$ cat src/rtl/msi_pkg.sv
package msi_pkg;

    typedef enum logic [1:0] {
        ST_INV = 2'b00,
        ST_SHR = 2'b01,
        ST_MOD = 2'b10
    } line_st_e;

    typedef enum logic {
        BUS_RD  = 1'b0,
        BUS_RDX = 1'b1
    } bus_op_e;

endpackage

$ cat src/rtl/msi_snoop_unit.sv
module msi_snoop_unit
    import msi_pkg::*;
(
    input  logic     snp_valid,
    input  logic     snp_excl,
    input  line_st_e cur_st,
    output line_st_e nxt_st,
    output logic     do_flush
);

    always_comb begin
        nxt_st   = cur_st;
        do_flush = 1'b0;
        if (snp_valid) begin
            unique case (cur_st)
                ST_MOD: begin
                    do_flush = 1'b1;
                    nxt_st   = snp_excl ? ST_INV : ST_SHR;
                end
                ST_SHR: begin
                    if (snp_excl) nxt_st = ST_INV;
                end
                default: nxt_st = cur_st;
            endcase
        end
    end

endmodule

$ cat src/rtl/msi_cpu_unit.sv
module msi_cpu_unit
    import msi_pkg::*;
(
    input  logic     req_valid,
    input  logic     req_write,
    input  line_st_e cur_st,
    input  logic     gnt,
    output logic     need_bus,
    output bus_op_e  op,
    output logic     hit,
    output line_st_e nxt_st
);

    logic miss;

    always_comb begin
        miss     = req_write ? (cur_st != ST_MOD) : (cur_st == ST_INV);
        need_bus = req_valid && miss;
        op       = req_write ? BUS_RDX : BUS_RD;
        hit      = req_valid && (!miss || gnt);
        nxt_st   = cur_st;
        if (hit) begin
            if (req_write)             nxt_st = ST_MOD;
            else if (cur_st == ST_INV) nxt_st = ST_SHR;
        end
    end

endmodule

$ cat src/rtl/msi_state_array.sv
module msi_state_array
    import msi_pkg::*;
#(
    parameter int NUM_LINES = 16,
    parameter int IDX_W     = $clog2(NUM_LINES)
) (
    input  logic             clk,
    input  logic             rst_n,
    input  logic             snp_we,
    input  logic [IDX_W-1:0] snp_idx,
    input  line_st_e         snp_st,
    input  logic             cpu_we,
    input  logic [IDX_W-1:0] cpu_idx,
    input  line_st_e         cpu_st,
    output line_st_e         snp_rd_st,
    output line_st_e         cpu_rd_st
);

    typedef struct packed {
        line_st_e [NUM_LINES-1:0] st;
    } arr_t;

    arr_t arr_d, arr_q;

    always_comb begin
        arr_d = arr_q;
        if (snp_we) arr_d.st[snp_idx] = snp_st;
        if (cpu_we) arr_d.st[cpu_idx] = cpu_st;
    end

    always_ff @(posedge clk) begin
        if (!rst_n) begin
            for (int i = 0; i < NUM_LINES; i++) arr_q.st[i] <= ST_INV;
        end else begin
            arr_q <= arr_d;
        end
    end

    assign snp_rd_st = arr_q.st[snp_idx];
    assign cpu_rd_st = arr_q.st[cpu_idx];

    generate
        for (genvar g = 0; g < NUM_LINES; g++) begin : g_legal
            p_legal_code_r1: assert property (@(posedge clk) disable iff (!rst_n)
                arr_q.st[g] != 2'b11);
        end
    endgenerate

    // the processor-side update is what the array holds next cycle
    p_cpu_commit_r9: assert property (@(posedge clk) disable iff (!rst_n)
        cpu_we |=> arr_q.st[$past(cpu_idx)] == $past(cpu_st));

endmodule

$ cat src/rtl/msi_line_ctrl.sv
module msi_line_ctrl
    import msi_pkg::*;
#(
    parameter int NUM_LINES = 16,
    parameter int IDX_W     = $clog2(NUM_LINES)
) (
    input  logic             clk,
    input  logic             rst_n,
    input  logic             cpu_req_valid,
    input  logic             cpu_req_write,
    input  logic [IDX_W-1:0] cpu_req_idx,
    output logic             cpu_hit,
    input  logic             snoop_valid,
    input  logic             snoop_excl,
    input  logic [IDX_W-1:0] snoop_idx,
    output logic             flush,
    output logic [IDX_W-1:0] flush_idx,
    output logic             bus_req,
    output logic             bus_cmd,
    output logic [IDX_W-1:0] bus_idx,
    input  logic             bus_gnt
);

    line_st_e snp_cur_st, snp_nxt_st;
    line_st_e arr_cpu_st, cpu_cur_st, cpu_nxt_st;
    logic     same_line;
    logic     snp_flush;
    logic     cpu_need_bus, cpu_hit_w;
    bus_op_e  cpu_op;

    msi_state_array #(
        .NUM_LINES(NUM_LINES),
        .IDX_W    (IDX_W)
    ) u_array (
        .clk      (clk),
        .rst_n    (rst_n),
        .snp_we   (snoop_valid),
        .snp_idx  (snoop_idx),
        .snp_st   (snp_nxt_st),
        .cpu_we   (cpu_hit_w),
        .cpu_idx  (cpu_req_idx),
        .cpu_st   (cpu_nxt_st),
        .snp_rd_st(snp_cur_st),
        .cpu_rd_st(arr_cpu_st)
    );

    msi_snoop_unit u_snoop (
        .snp_valid(snoop_valid),
        .snp_excl (snoop_excl),
        .cur_st   (snp_cur_st),
        .nxt_st   (snp_nxt_st),
        .do_flush (snp_flush)
    );

    // snoop has precedence on a shared line: processor sees post-snoop state
    assign same_line  = snoop_valid && (snoop_idx == cpu_req_idx);
    assign cpu_cur_st = same_line ? snp_nxt_st : arr_cpu_st;

    msi_cpu_unit u_cpu (
        .req_valid(cpu_req_valid),
        .req_write(cpu_req_write),
        .cur_st   (cpu_cur_st),
        .gnt      (bus_gnt),
        .need_bus (cpu_need_bus),
        .op       (cpu_op),
        .hit      (cpu_hit_w),
        .nxt_st   (cpu_nxt_st)
    );

    assign cpu_hit   = cpu_hit_w;
    assign bus_req   = cpu_need_bus;
    assign bus_cmd   = logic'(cpu_op);
    assign bus_idx   = cpu_req_idx;
    assign flush     = snp_flush;
    assign flush_idx = snoop_idx;

    p_flush_on_snoop_r10: assert property (@(posedge clk) disable iff (!rst_n)
        flush |-> snoop_valid);

    p_stall_no_hit_r9: assert property (@(posedge clk) disable iff (!rst_n)
        (bus_req && !bus_gnt) |-> !cpu_hit);

    p_req_from_cpu_r2: assert property (@(posedge clk) disable iff (!rst_n)
        bus_req |-> cpu_req_valid);

    p_read_cmd_r2: assert property (@(posedge clk) disable iff (!rst_n)
        (bus_req && !cpu_req_write) |-> (bus_cmd == 1'b0));

    p_write_cmd_r3: assert property (@(posedge clk) disable iff (!rst_n)
        (bus_req && cpu_req_write) |-> (bus_cmd == 1'b1));

    p_excl_snoop_first_r8: assert property (@(posedge clk) disable iff (!rst_n)
        (snoop_valid && snoop_excl && cpu_req_valid && !cpu_req_write &&
         snoop_idx == cpu_req_idx) |-> bus_req);

endmodule

$ cat config.mk
export PLATFORM = sky130hd
export DESIGN_NAME = msi_line_ctrl
export DESIGN_NICKNAME = d
export VERILOG_FILES = /design/src/rtl/msi_pkg.sv /design/src/rtl/msi_snoop_unit.sv /design/src/rtl/msi_cpu_unit.sv /design/src/rtl/msi_state_array.sv /design/src/rtl/msi_line_ctrl.sv
export SDC_FILE = /design/constraint.sdc
export NUM_CORES = 1
export LEC_CHECK = 0
export CELL_PAD_IN_SITES_DETAIL_PLACEMENT = 0
export CELL_PAD_IN_SITES_GLOBAL_PLACEMENT = 2
export CORE_UTILIZATION = 41
export CTS_BUF_LIST = sky130_fd_sc_hd__clkbuf_4
export DETAILED_ROUTE_END_ITERATION = 12
export DONT_BUFFER_PORTS = 1
export PLACE_DENSITY = 0.93
export SYNTH_ARGS = -nofsm -noshare
export SYNTH_HDL_FRONTEND = slang
export SYNTH_SLANG_ARGS = --single-unit
$ cat constraint.sdc
create_clock -name clk -period 4.45 [get_ports clk]
set_input_delay 0 -clock clk [delete_from_list [all_inputs] [get_ports clk]]
set_output_delay 0 -clock clk [all_outputs]
set_load 0.01 [all_outputs]
Yosys cells after proc, flatten, opt, wreduce, memory -nomap -nowiden

Index checks and enable logic that the tools add are counted.

Register bits after elaboration: 32
Logic and storage cells: 56
Input bits: 15
Output and inout bits: 12

Equal/unequal tests: 4
Multiplexer cells: 24
$lt $le $gt $ge: 4
Reductions and logical operators: 8

Operators with widths:

| cell                                                              | count |
|---|---|
| bitwise mux 32 bit                                                | 2 |
| two-way mux 32 bit                                                | 2 |
| two-way mux 2 bit                                                 | 10 |
| binary-select mux 2 bit (select 4 bit)                            | 2 |
| demux 2 bit (select 4 bit)                                        | 2 |
| < comparator 4 x 5 -> 1 bit, second input constant                | 2 |
| greater-or-equal comparator 4 x 1 -> 1 bit, second input constant | 2 |
| logical AND 1 bit                                                 | 5 |
| two-way mux 1 bit                                                 | 5 |
| equality test 4 bit                                               | 1 |
| case mux 2 bit (2 select lines)                                   | 1 |
| equality test 2 x 1 -> 1 bit, second input constant               | 1 |
| equality test 2 bit, second input constant                        | 1 |
| zero test 2 bit                                                   | 1 |
| inequality test 2 bit, second input constant                      | 1 |
| zero test 1 bit                                                   | 1 |
| logical OR 1 bit                                                  | 1 |

Depth between registers and ports, before layout

Word-level depth: 14
Gate-level depth with buffers: 17
Mapped depth without buffers: 13

By module

Synthesis repeated with hierarchy kept, for this count alone.

Cell total of the unflattened synthesis: 315
Area, all modules: 2641.3 µm²

By module, submodules not included:

| module          | times used | cells each | sequential area each (µm²) | area an instance (µm²) |
|---|---|---|---|---|
| msi_state_array | 1          | 274        | 640.6                      | 2339.7 |
| msi_line_ctrl   | 1          | 19         | 0.0                        | 147.6 |
| msi_snoop_unit  | 1          | 13         | 0.0                        | 88.8 |
| msi_cpu_unit    | 1          | 9          | 0.0                        | 65.1 |

Worst setup path after synthesis

No wires, ideal clock.

Kind: reg-to-reg
Start point: register u_array.arr_q[31] in the netlist's numbering
End point: register u_array.arr_q[17] in the netlist's numbering
Arrival time: 3.252 ns
Period minus slack after synthesis: 3.370 ns
Slack: 1.080 ns
Required time: 4.331 ns
Buffers on the path: 0
Library setup time: 0.119 ns
Cell stages (with the launch flop): 13
Cell sequence: dfxtp_1 > mux4_2 > nand2b_1 > a22oi_1 > inv_1 > ha_1 > nor2b_1 > nand2_1 > a32oi_2 > mux2i_1 > a211o_1 > or3_1 > o221a_2

Word-level cells in the longest chain between the ends: 14
Elaborated cells between the ends (all ways): 23
Classes of those cells: eq/ne (3); mux (16); reduce/logical (4)

RTL lines:

| what                                                            | line                                   | RTL |
|---|---|---|
| start, declared                                                 | msi_state_array.sv:23                  | `arr_t arr_d, arr_q;` |
| start signal, assigned                                          | msi_state_array.sv:35                  | `arr_q <= arr_d;` |
| binary-select mux 2 bit (select 4 bit)                          | msi_state_array.sv:39                  | `assign snp_rd_st = arr_q.st[snp_idx];` |
| two-way mux 2 bit (implied by the code)                         | msi_state_array.sv:39                  |  |
| equality test 2 x 1 -> 1 bit, or another cell as far along      | msi_snoop_unit.sv:15                   | `unique case (cur_st)` |
| case mux 2 bit (2 select lines)                                 | msi_snoop_unit.sv:15                   |  |
| two-way mux 2 bit                                               | msi_snoop_unit.sv:14                   | `if (snp_valid) begin` |
| two-way mux 2 bit                                               | msi_line_ctrl.sv:57                    | `assign cpu_cur_st = same_line ? snp_nxt_st : arr_cpu_st;` |
| inequality test 2 bit / zero test 2 bit (equally long branches) | msi_cpu_unit.sv:17, msi_cpu_unit.sv:24 |  |
| two-way mux 1 bit                                               | msi_cpu_unit.sv:17                     | `miss = req_write ? (cur_st != ST_MOD) : (cur_st == ST_INV);` |
| zero test 1 bit                                                 | msi_cpu_unit.sv:20                     | `hit = req_valid && (!miss \|\| gnt);` |
| logical OR 1 bit                                                | msi_cpu_unit.sv:20                     |  |
| logical AND 1 bit                                               | msi_cpu_unit.sv:20                     |  |
| two-way mux 2 bit                                               | msi_cpu_unit.sv:22                     | `if (hit) begin` |
| bitwise mux 32 bit                                              | msi_state_array.sv:28                  | `if (cpu_we) arr_d.st[cpu_idx] = cpu_st;` |
| two-way mux 32 bit *                                            | msi_state_array.sv:28                  |  |

Mark *: on every way between the ends. The rest lies on a longest branch, timed or not. The select of a mux whose other input is x is not followed.
A chain may end at the register's enable or synchronous reset.

Worst setup path in the final report

Same ends and word-level chain as after synthesis.

==> summary.txt <==
Timing
  – Final Hold Viols: 0
  – Fmax: ~260 MHz
  – Period utilization: between 80% and 90%
  – Min Clock Period, post-route: approximately 3900 ps
  – RSZ-0062 raised after global routing: false
  – Clock skew: 6.945 ps
  – Final setup fails: 0
  – Slew Viols, Final: 0
  – Measured slew at the worst slew-check pin: between 1000 and 1500 ps
  – Relative slew slack: around 30%
  – Setup TNS Final: 0 ps

Placement
  – Placed insts: around 350
  – Final Wtd Congestion: ~0.90
  – Dpl hpwl: 5817 um
  – I/O Buffers: 0

Layout
  – Layout cell share with drive strength beyond 1: roughly 13%
  – Largest Register: u_array.arr_q
  – Final net count: 307
  – Biggest regs: u_array.arr_q x32
  – Synth-to-layout area growth: 2.770%
  – Fin cells: about 370
  – Most frequent cells in the layout: 32 x mux2i_1, 32 x nor2_1, 32 x dfxtp_1
  – Max FFs per register: 32
  – Ant diodes: 0
  – Post-layout util: 43.38%

Floorplan
  – Die Span Y: between 80 and 90 um
  – Die footprint: 6827 um2
  – Die X-Extent: 82.63 um
  – Core ar.: between 6000 and 7000 um2
  – Rows: 29
  – Initial core utilization: 42.21%
  – IO Count: 27

Yosys
  – Synth Flop Type: dfxtp_1
  – Post-synth EDFFs: 0
  – #FFs+latches synth: 32
  – Async set-or-reset flop fraction in the synthesized netlist: 0%
  – Sequential cell area fraction in the yosys report: approximately 24%
  – Cells after Synth: ~300
  – Synthesized area: between 2000 and 3000 um2
  – YS warnings: 0
  – Unique cell type count in the Yosys netlist: 48
  – Syn nets: 320
  – Syn avg cell area: 8.796 um2

Critical path
  – R2r worst-path depth: 12
  – Critical path endpoint category: flop
  – CP peak stage delay: ~460 ps
  – Worst path slowest cell: a32oi_2
  – Worst path bufs/invs: 1
  – Max FO, Critical Path: 7
  – Top delay family on crit path: compound AO/OA/AOI/OAI gates
  – Setup CP Type: reg -> reg
  – WP data required: around 4700 ps
  – Critical-path cell list: mux4_2 > nand2b_1 > a22oi_1 > inv_1 > ha_1 > nor2b_1 > nand2_1 > a32oi_2 > mux2i_1 > a211o_1 > or3_1 > o221a_2
  – WP data arrival: about 4100 ps
  – CP Launch Type: flop
  – Stages on the worst setup path: 12

Clock tree
  – CTS max path bufs: 2
  – Post-CTS Resized: 0
  – CTS Sinks: 32
  – Root buffer cell: clkbuf_4
  – Clock Pin Slew Worst Setup and Hold Paths: between 100 and 150 ps
  – Max H-tree Level: 2
  – TritonCTS clock tree: yes
  – TritonCTS buffer count: 5
  – Clock latency on the worst-skew pair: about 340 ps

Status
  – Status: complete, no violations

Route
  – DR WL/cell: 22.53 um
  – Vias: around 2400
  – Routed Antenna Nets: 0
  – Drt total wl: 8291 um
  – Vias per cell: about 6.6
  – First-pass DRT Iterations: 4
  – DR iter-0 viols: 310
  – DRC: 0

Pwr
  – Worst vdd ir: between 100 and 150 uV
  – PD cells: 222.2 nW/um2
  – Pleak: between 0.9 and 1 nW

Worst hold path
  – Worst hold path type: in -> out
  – Worst Hold Depth: 0

Flow run
  – Maxcap violations: 0

Global routing
  – Pin count of the biggest net entering global routing: 32
  – Grt total ovfl: 0
  – Gr usage total: 25.91%
  – Vias in the first global route: 2251
  – Initial antenna violation count: 0
  – First-pass GRT wire length: between 10000 and 15000 um
final timing paths:
kind	startpoint	end	slack, ps
worst max-delay path	u_array.arr_q[31]$_SDFF_PN0_	u_array.arr_q[17]$_SDFF_PN0_	560
worst min-delay path	snoop_idx[1]	flush_idx[1]	0.01
worst max register to register	u_array.arr_q[31]$_SDFF_PN0_	u_array.arr_q[17]$_SDFF_PN0_	560
worst min register to register	u_array.arr_q[27]$_SDFF_PN0_	u_array.arr_q[27]$_SDFF_PN0_	620
synthesized netlist by cell type (all sizes together), types with 6 or more instances:
cell,count,area [um2]
nand2,24,90.09
nor2,32,120.1
o211ai,10,75.07
a21oi,7,35.03
o31ai,6,45.04
dfxtp,32,640.6
mux4,12,270.3
a221oi,6,58.80
nor3,9,45.04
mux2i,32,320.3
o221a,6,67.56
o211a,6,60.06
buf,22,146.4
nand2b,6,37.54
a211oi,9,72.57
clkbuf,8,30.03
nor2b,7,43.79
inv,8,30.03
o21ai,13,65.06
area by class of cell:
cell class,count,area [um2]
fillers,624,3575
multi-input cells,233,1826
flip-flops and latches,32,640.6
well taps,77,96.34
repair buffers,10,95.09
clock buffers,5,37.54
inverters,8,30.03
clock inverters,3,13.76
power by group:
| group | internal, mW | switching, mW | leakage, nW |
|---|---|---|---|
| combinational | 0.0547 | 0.0854 | 0.633 |
| sequential | 0.294 | 0.00730 | 0.259 |
| clock | 0.0579 | 0.109 | 0.0324 |
routing by layer:
layer / up-vias / track usage [%] / routed length [um]
met5: - / 0 / 0
met4: 0 / 12.93 / 291
met3: 29 / 8.462 / 938
met2: 138 / 37.52 / 3513
met1: 1129 / 34.22 / 3548
li1: 1115 / - / -
through the flow:
| stage | total power [mW] | worst slack, ps | cell area (um2) | hold slack [ps] |
|---|---|---|---|---|
| 2_1_floorplan | 0.4308 | 1080 | 2665 | 91.77 |
| 3_3_place_gp | 0.4326 | 695.1 | 2608 | 0.2293 |
| 3_5_place_dp | 0.4326 | 619.5 | 2608 | 0.2286 |
| 4_1_cts | 0.6065 | 569.0 | 2739 | 0.2305 |
| 5_1_grt | 0.6317 | 335.3 | 2739 | 0.04517 |
| 6_report | 0.6086 | 559.3 | 2739 | 0.01319 |
timing repair:
item,in CTS,in global routing
buffers inserted,0,0
endpoints found under the setup margin,0,0
endpoints found under the hold margin,30,0
hold buffers,8,0
kinds of logic after synthesis:
| kind of cell | count (synthesis) | synth area share, % |
|---|---|---|
| buffers and inverters | 38 | 7.746 |
| and+or+nand+nor | 103 | 19.58 |
| xor gates and xnor gates | 4 | 1.315 |
| adders and majority gates | 2 | 0.9388 |
| DFF | 32 | 24.04 |
| muxes | 46 | 23.00 |
| AOI/OAI and AO/OA | 78 | 23.38 |
Power figures use the tool's default switching activity.
